--- config.mk ---
export PLATFORM = sky130hd
export DESIGN_NAME = sram_burst_core
export DESIGN_NICKNAME = d
export VERILOG_FILES = /design/src/rtl/sram_burst_pkg.sv /design/src/rtl/burst_addr_gen.sv /design/src/rtl/sram_lanes.sv /design/src/rtl/sram_burst_core.sv
export SDC_FILE = /design/constraint.sdc
export NUM_CORES = 2
export LEC_CHECK = 0
export CAP_MARGIN = 20
export CELL_PAD_IN_SITES_DETAIL_PLACEMENT = 1
export CELL_PAD_IN_SITES_GLOBAL_PLACEMENT = 1
export CORE_UTILIZATION = 50
export CTS_CLUSTER_DIAMETER = 60
export CTS_CLUSTER_SIZE = 40
export DETAILED_ROUTE_END_ITERATION = 12
export GPL_TIMING_DRIVEN = 0
export PLACE_DENSITY = 0.86
export SYNTH_ARGS = -nofsm -noshare
export SYNTH_HDL_FRONTEND = slang
export SYNTH_SLANG_ARGS = --single-unit
--- constraint.sdc ---
create_clock -name clk -period 2.4 [get_ports clk]
set_input_delay 0.24 -clock clk [delete_from_list [all_inputs] [get_ports clk]]
set_output_delay 0.24 -clock clk [all_outputs]
set_load 0.02 [all_outputs]
--- src/rtl/sram_burst_pkg.sv ---
package sram_burst_pkg;

  // Low two bits of burst beat `cnt` for a burst starting at `start`.
  function automatic logic [1:0] beat_low(input logic [1:0] start,
                                          input logic [1:0] cnt,
                                          input logic       linear);
    beat_low = linear ? (start + cnt) : (start ^ cnt);
  endfunction

endpackage

--- src/rtl/burst_addr_gen.sv ---
module burst_addr_gen
  import sram_burst_pkg::*;
#(
  parameter int ADDR_W = 6
) (
  input  logic              clk,
  input  logic              rst_n,
  input  logic              load,
  input  logic              step,
  input  logic              linear,
  input  logic [ADDR_W-1:0] load_addr,
  output logic [ADDR_W-1:0] next_addr
);

  logic [ADDR_W-1:0] base_q, base_d;
  logic [1:0]        cnt_q, cnt_d;
  logic [1:0]        cnt_inc;

  assign cnt_inc   = cnt_q + 2'd1;
  assign next_addr = {base_q[ADDR_W-1:2], beat_low(base_q[1:0], cnt_inc, linear)};

  always_comb begin
    base_d = base_q;
    cnt_d  = cnt_q;
    if (load) begin
      base_d = load_addr;
      cnt_d  = 2'd0;
    end else if (step) begin
      cnt_d  = cnt_inc;
    end
  end

  always_ff @(posedge clk or negedge rst_n) begin
    if (!rst_n) begin
      base_q <= '0;
      cnt_q  <= '0;
    end else begin
      base_q <= base_d;
      cnt_q  <= cnt_d;
    end
  end

endmodule

--- src/rtl/sram_lanes.sv ---
module sram_lanes #(
  parameter int ADDR_W = 6,
  parameter int LANES  = 4,
  parameter int LANE_W = 9
) (
  input  logic                    clk,
  input  logic                    we,
  input  logic [ADDR_W-1:0]       waddr,
  input  logic [LANES-1:0]        wbe,
  input  logic [LANES*LANE_W-1:0] wdata,
  input  logic [ADDR_W-1:0]       raddr,
  output logic [LANES*LANE_W-1:0] rdata
);

  localparam int DEPTH = 1 << ADDR_W;

  for (genvar g = 0; g < LANES; g++) begin : g_lane
    logic [LANE_W-1:0] mem [DEPTH];

    always_ff @(posedge clk) begin
      if (we && wbe[g]) mem[waddr] <= wdata[g*LANE_W +: LANE_W];
    end

    assign rdata[g*LANE_W +: LANE_W] = mem[raddr];
  end

endmodule

--- src/rtl/sram_burst_core.sv ---
module sram_burst_core
  import sram_burst_pkg::*;
#(
  parameter int ADDR_W = 6,
  parameter int LANES  = 4,
  parameter int LANE_W = 9
) (
  input  logic                    clk,
  input  logic                    rst_n,
  input  logic                    clk_en_n,
  input  logic                    ce1_n,
  input  logic                    ce2,
  input  logic                    ce3_n,
  input  logic                    we_n,
  input  logic [LANES-1:0]        lane_we_n,
  input  logic                    adv_ld,
  input  logic                    order_ilv,
  input  logic [ADDR_W-1:0]       addr,
  input  logic [LANES*LANE_W-1:0] wdata,
  input  logic                    oe_n,
  output logic [LANES*LANE_W-1:0] rdata,
  output logic                    bus_drive
);

  localparam int DATA_W = LANES * LANE_W;

  logic en, selected, load_sel;
  assign en       = !clk_en_n;
  assign selected = !ce1_n && ce2 && !ce3_n;
  assign load_sel = en && !adv_ld && selected;

  // burst tracking
  logic burst_act_q, burst_act_d, burst_wr_q, burst_wr_d;
  // address stage
  logic              s1_vld_q, s1_vld_d, s1_wr_q, s1_wr_d;
  logic [ADDR_W-1:0] s1_addr_q, s1_addr_d;
  logic [LANES-1:0]  s1_be_q, s1_be_d;
  // data stage
  logic              wr_pend_q, wr_pend_d;
  logic [ADDR_W-1:0] wr_addr_q, wr_addr_d;
  logic [LANES-1:0]  wr_be_q, wr_be_d;
  logic              rd_vld_q, rd_vld_d;
  logic [DATA_W-1:0] rdata_q, rdata_d;

  logic [ADDR_W-1:0] burst_next;
  logic [DATA_W-1:0] arr_rd, merged;

  burst_addr_gen #(.ADDR_W(ADDR_W)) u_burst (
    .clk       (clk),
    .rst_n     (rst_n),
    .load      (load_sel),
    .step      (en && adv_ld && burst_act_q),
    .linear    (!order_ilv),
    .load_addr (addr),
    .next_addr (burst_next)
  );

  sram_lanes #(.ADDR_W(ADDR_W), .LANES(LANES), .LANE_W(LANE_W)) u_array (
    .clk   (clk),
    .we    (en && wr_pend_q),
    .waddr (wr_addr_q),
    .wbe   (wr_be_q),
    .wdata (wdata),
    .raddr (s1_addr_q),
    .rdata (arr_rd)
  );

  // Forward lanes of a write retiring on the same edge as a read of its address.
  for (genvar g = 0; g < LANES; g++) begin : g_fwd
    assign merged[g*LANE_W +: LANE_W] =
      (wr_pend_q && (wr_addr_q == s1_addr_q) && wr_be_q[g])
        ? wdata[g*LANE_W +: LANE_W] : arr_rd[g*LANE_W +: LANE_W];
  end

  always_comb begin
    burst_act_d = burst_act_q;
    burst_wr_d  = burst_wr_q;
    s1_vld_d    = s1_vld_q;
    s1_wr_d     = s1_wr_q;
    s1_addr_d   = s1_addr_q;
    s1_be_d     = s1_be_q;
    wr_pend_d   = wr_pend_q;
    wr_addr_d   = wr_addr_q;
    wr_be_d     = wr_be_q;
    rd_vld_d    = rd_vld_q;
    rdata_d     = rdata_q;
    if (en) begin
      // data stage takes over the address stage
      wr_pend_d = s1_vld_q && s1_wr_q;
      wr_addr_d = s1_addr_q;
      wr_be_d   = s1_be_q;
      rd_vld_d  = s1_vld_q && !s1_wr_q;
      if (s1_vld_q && !s1_wr_q) rdata_d = merged;
      // address stage takes the new command
      s1_be_d = ~lane_we_n;
      if (!adv_ld) begin
        burst_act_d = selected;
        burst_wr_d  = !we_n;
        s1_vld_d    = selected;
        s1_wr_d     = !we_n;
        s1_addr_d   = addr;
      end else begin
        s1_vld_d  = burst_act_q;
        s1_wr_d   = burst_wr_q;
        s1_addr_d = burst_next;
      end
    end
  end

  always_ff @(posedge clk or negedge rst_n) begin
    if (!rst_n) begin
      burst_act_q <= 1'b0;
      burst_wr_q  <= 1'b0;
      s1_vld_q    <= 1'b0;
      s1_wr_q     <= 1'b0;
      s1_addr_q   <= '0;
      s1_be_q     <= '0;
      wr_pend_q   <= 1'b0;
      wr_addr_q   <= '0;
      wr_be_q     <= '0;
      rd_vld_q    <= 1'b0;
      rdata_q     <= '0;
    end else begin
      burst_act_q <= burst_act_d;
      burst_wr_q  <= burst_wr_d;
      s1_vld_q    <= s1_vld_d;
      s1_wr_q     <= s1_wr_d;
      s1_addr_q   <= s1_addr_d;
      s1_be_q     <= s1_be_d;
      wr_pend_q   <= wr_pend_d;
      wr_addr_q   <= wr_addr_d;
      wr_be_q     <= wr_be_d;
      rd_vld_q    <= rd_vld_d;
      rdata_q     <= rdata_d;
    end
  end

  assign rdata     = rdata_q;
  assign bus_drive = rd_vld_q && !oe_n;

endmodule

==> results.py <==
metrics = {
    "sta": {
        "rsz_0062_raised_after_global_routing": "true",
        "timing.fmax_mhz": 331,
        "layout_min_cycle_time_ns": 3.02,
        "tightestPinTransition_ns": 1.23,
        "timing.final.max_slew_violations": 0,
        "fin_worst_skew_ns": 0.0724,
        "report.final.hold_viol_count": 3,
        "worst_slew_margin_rel_pct": 15.9,
        "postLayoutSetupSlackWorst_ns": -0.621,
        "whs_ns": -0.0650,
        "report.final.setup_viol": 1689,
        "post-route-period-util_pct": 126,
    },
    "global_routing": {
        "globalRouteOverflowTotal": 0,
        "grt_pass1_vias": 52300,
        "grt_antenna_before_repair": 12,
        "grt_max_degree": 66,
        "grt_pass1_wl_mm": 419,
        "gr-usage-all-layers_pct": 33.2,
    },
    "logic_synthesis": {
        "synth_top_cell_area_share_pct": 76.3,
        "synth.ff_latch_count": 2372,
        "synth.yosys.warnings": 0,
        "syn_area_per_cell_um2": 21.5,
        "netlist_top_cells_area": "edfxtp_1 76%, mux4_2 14%, a22oi_1 2.3%",
        "mappedNetlistArea_um2": 90700,
        "post_synthesis_cell_type_count": 38,
        "synth_area_leader_cell": "edfxtp_1",
        "syn-instance-count": 4213,
        "fraction_of_the_yosys_area_taken_by_sequential_cells_pct": 78.1,
        "synth_nets": 4270,
    },
    "die": {
        "boundaryPins": 93,
        "design.core.area_um2": 179000,
        "chipHeight_um": 428,
        "die_x_um": 428,
        "placementRows": 155,
        "initial_core_util_pct": 50.6,
        "design.die.area_um2": 183000,
    },
    "clocking": {
        "count_of_h_tree_levels_built_during_cts": 4,
        "clk_pin_slew_worst_paths_ns": 0.11,
        "cts-root-to-sink-buffers": 3,
        "tritoncts": "done",
        "root_buffer": "clkbuf_16",
        "clock_sinks": 2372,
        "num_cts_buffers": 137,
        "clkLatencyLatePin_ns": 0.89,
    },
    "setup_path": {
        "cp_cell_sequence": "buf_12, clkbuf_8, clkbuf_4, buf_8, mux4_2, a22oi_1, a21oi_1, nor4_2, o21ai_0",
        "critical_path.reg2reg.endpoint": "rdata[2]$_DFFE_PN0P_",
        "r2r-start": "s1_addr_q[2]$_DFFE_PN0N_",
        "data_arrival_time_of_the_critical_path_ns": 3.73,
        "reg2regPathDepth": 9,
        "cp-endpoint": "rdata[2]$_DFFE_PN0P_",
        "worst_setup_path_type": "reg -> reg",
        "cp_top_family": "buffers and inverters",
        "regToRegSetupSlack_ns": -0.62,
        "path_buf_inv": 4,
        "cp_num_cells": 9,
        "cp_max_fo": 10,
        "cp-startpoint": "s1_addr_q[2]$_DFFE_PN0N_",
        "worst-endpoint-required_ns": 3.11,
        "setup.worst_path.start_class": "flip-flop",
        "critical_path.endpoint_type": "flip-flop",
        "cp_slowest_cell": "dfrtp_2",
        "cp_slowest_stage_delay_ns": 0.45,
    },
    "worst_hold_path": {
        "hold_path_class": "in -> reg",
    },
    "power_and_ir_drop": {
        "clkPwrFrac_pct": 28.6,
        "cellInternalPower_mw": 68.1,
        "pwr_density_cell_nw_per_um2": 926,
        "p_comb_share_pct": 25.1,
        "power.share.switching_pct": 32.2,
        "power_mw": 100,
        "seq_power_share_pct": 46.3,
        "ir_worst_vdd_uv": 1010,
        "leakage_nw": 32.5,
        "total_switching_power_mw": 32.3,
    },
    "final_layout": {
        "post-route-cell-area_um2": 108000,
        "layout-area-overhead-vs-synth_pct": 19.5,
        "final_core_utilization_pct": 60.4,
        "final_cell_count_no_fill": 7154,
        "layout.nets": 4737,
        "post_route_cells_drive_above_1_share_pct": 41.1,
    },
    "routing": {
        "first_pass_iters": 8,
        "via_count": 53500,
        "routed_wire_length_per_instance_um": 47.7,
        "route.detailed.vias_per_inst": 7.48,
        "drc_errors": 0,
        "final_antenna_net_count": 0,
        "drtIter0Drc": 9397,
        "totalWireLength_mm": 341,
    },
    "run": {
        "maxCapViolations": 0,
    },
    "placed_design": {
        "routabilityCongestion": 0.959,
        "place_worst_setup_slack_ns": -1.68,
        "dpl-instance-area_um2": 95400,
        "post-place-cells": 6715,
        "portBuffers": 90,
        "post-dp-hpwl_mm": 185,
    },
    "status": {
        "failed_checks": "hold timing, setup timing",
        "status": "finished, violations left",
    },
}
[power groups by stage]
stage / logic (mW) / clock network, mW / registers, mW
after floorplan: 9.94 / 0 / 47.1
after global placement: 16.4 / 0 / 47.2
after detailed placement: 17.6 / 0 / 47.1
after CTS: 20.9 / 26.9 / 46.3
after global routing: 25.1 / 29.3 / 46.5
final: 25.2 / 28.7 / 46.5
[worst register-to-register path, delay by kind of cell, from the launching register on]
kind	cells	cell delay, ns
compound gates	3	0.71
buf+inv	4	1.01
flops	1	0.45
mux	1	0.35
simple gates	1	0.32
[cell families (layout without fill, tap and decap cells)]
| group | after synthesis | after routing | share of synthesized area (%) |
|---|---|---|---|
| AO/OA/AOI/OAI | 507 | 507 | 3.65 |
| XOR/XNOR | 11 | 11 | 0.106 |
| adder cells (fa/ha/maj) | 1 | 1 | 0.0138 |
| buffers and inverters | 264 | 844 | 1.20 |
| flip-flops | 2372 | 2372 | 78.1 |
| multiplexers | 602 | 602 | 14.7 |
| other | 0 | 6 | 0 |
| AND/OR/NAND/NOR | 456 | 456 | 2.22 |
[cell type report]
type                    count  area (um^2)
clock buffers             150         3590
inverters                   1         3.75
fillers                 14400        71000
plain buffers             248         2570
diodes                      6         15.0
clock inverters           102         1160
well taps                2355         2950
repair buffers            343         4370
flip-flops and latches   2372        70900
multi-input cells        1577        22800
[layer usage]
layer | GRT usage (%) | vias up | part of all wire (%)
li1 | - | 18600 | -
met1 | 38.1 | 27400 | 30
met2 | 54.7 | 5754 | 48
met3 | 8.37 | 1711 | 12
met4 | 23.2 | 8 | 10
met5 | 0 | - | 0.016
[state kept, by name, indices dropped and copies added, names as in the netlist]
| name | count |
|---|---|
| s1_vld_q | 1 |
| s1_wr_q | 1 |
| rdata | 36 |
| wr_be_q | 4 |
| s1_be_q | 4 |
| wr_addr_q | 6 |
| wr_pend_q | 1 |
| rd_vld_q | 1 |
| s1_addr_q | 6 |
| u_burst.cnt_q | 2 |
| u_burst.base_q | 6 |
| u_array.g_lane.mem | 2304 |
[repair_timing]
| item | 4_1_cts | 5_1_grt |
|---|---|---|
| hold buffers | 45 | 0 |
| buffers inserted | 28 | 115 |
| setup endpoints to repair | 2343 | 2338 |
| pin swaps | 62 | 126 |
| endpoints found under the hold margin | 1855 | 0 |
| gates resized for setup | 1190 | 418 |
| gates cloned | 5 | 2 |
[cell usage in the layout, fill, tap and decap left out, drive strengths merged, types with 7 or more instances in the layout]
cell type,netlist,layout
edfxtp,2304,2304
mux4,580,580
buf,98,359
clkbuf,165,284
a22oi,280,280
nor2,263,263
a21oi,140,140
nand2,85,85
dfrtp,68,68
clkdlybuf4s50,0,53
o21ai,46,46
dlygate4sd3,0,45
inv,1,44
nor2b,42,42
clkinv,0,37
nor4,36,36
a31oi,35,35
mux2,16,16
clkinvlp,0,15
xnor2,10,10
bufinv,0,7
nor3b,7,7
[synth_stat cells (all sizes together)]
library cell / n
a21o: 2
a21oi: 140
a22o: 1
a22oi: 280
a311o: 1
a31oi: 35
and2: 1
and3: 2
and3b: 3
buf: 98
clkbuf: 165
dfrtp: 68
edfxtp: 2304
ha: 1
inv: 1
mux2: 16
mux2i: 6
mux4: 580
nand2: 85
nand2b: 6
nand3: 1
nand4: 1
nor2: 263
nor2b: 42
nor3: 6
nor3b: 7
nor4: 36
nor4b: 1
o21ai: 46
o31ai: 1
o32ai: 1
or2: 2
xnor2: 10
xor2: 1
[per-stage QoR]
stage           TNS, ns  hold slack (ns)
6_report        -125.64          -0.0650
5_1_grt          -60.32          0.00653
4_1_cts         -148.31          0.00499
3_5_place_dp   -2176.88            0.105
3_3_place_gp   -3301.86            0.457
2_1_floorplan         0          -0.0556
[worst min path at each step]
stage,from,end,slack [ns],cells after the start
after CTS,lane_we_n[0],s1_be_q[0]$_DFFE_PN0N_,0.005,2
final,clk_en_n,s1_addr_q[5]$_DFFE_PN0N_,-0.06,3
after global placement,s1_vld_q$_DFFE_PN0P_,s1_vld_q$_DFFE_PN0P_,0.46,1
after global routing,clk_en_n,s1_be_q[1]$_DFFE_PN0N_,0.007,3
after detailed placement,rst_n,u_burst.base_q[5]$_DFFE_PN0P_,0.10,1
after floorplan,rst_n,rd_vld_q$_DFFE_PN0N_,-0.06,0
No activity file was read; power rests on OpenSTA's default activity.
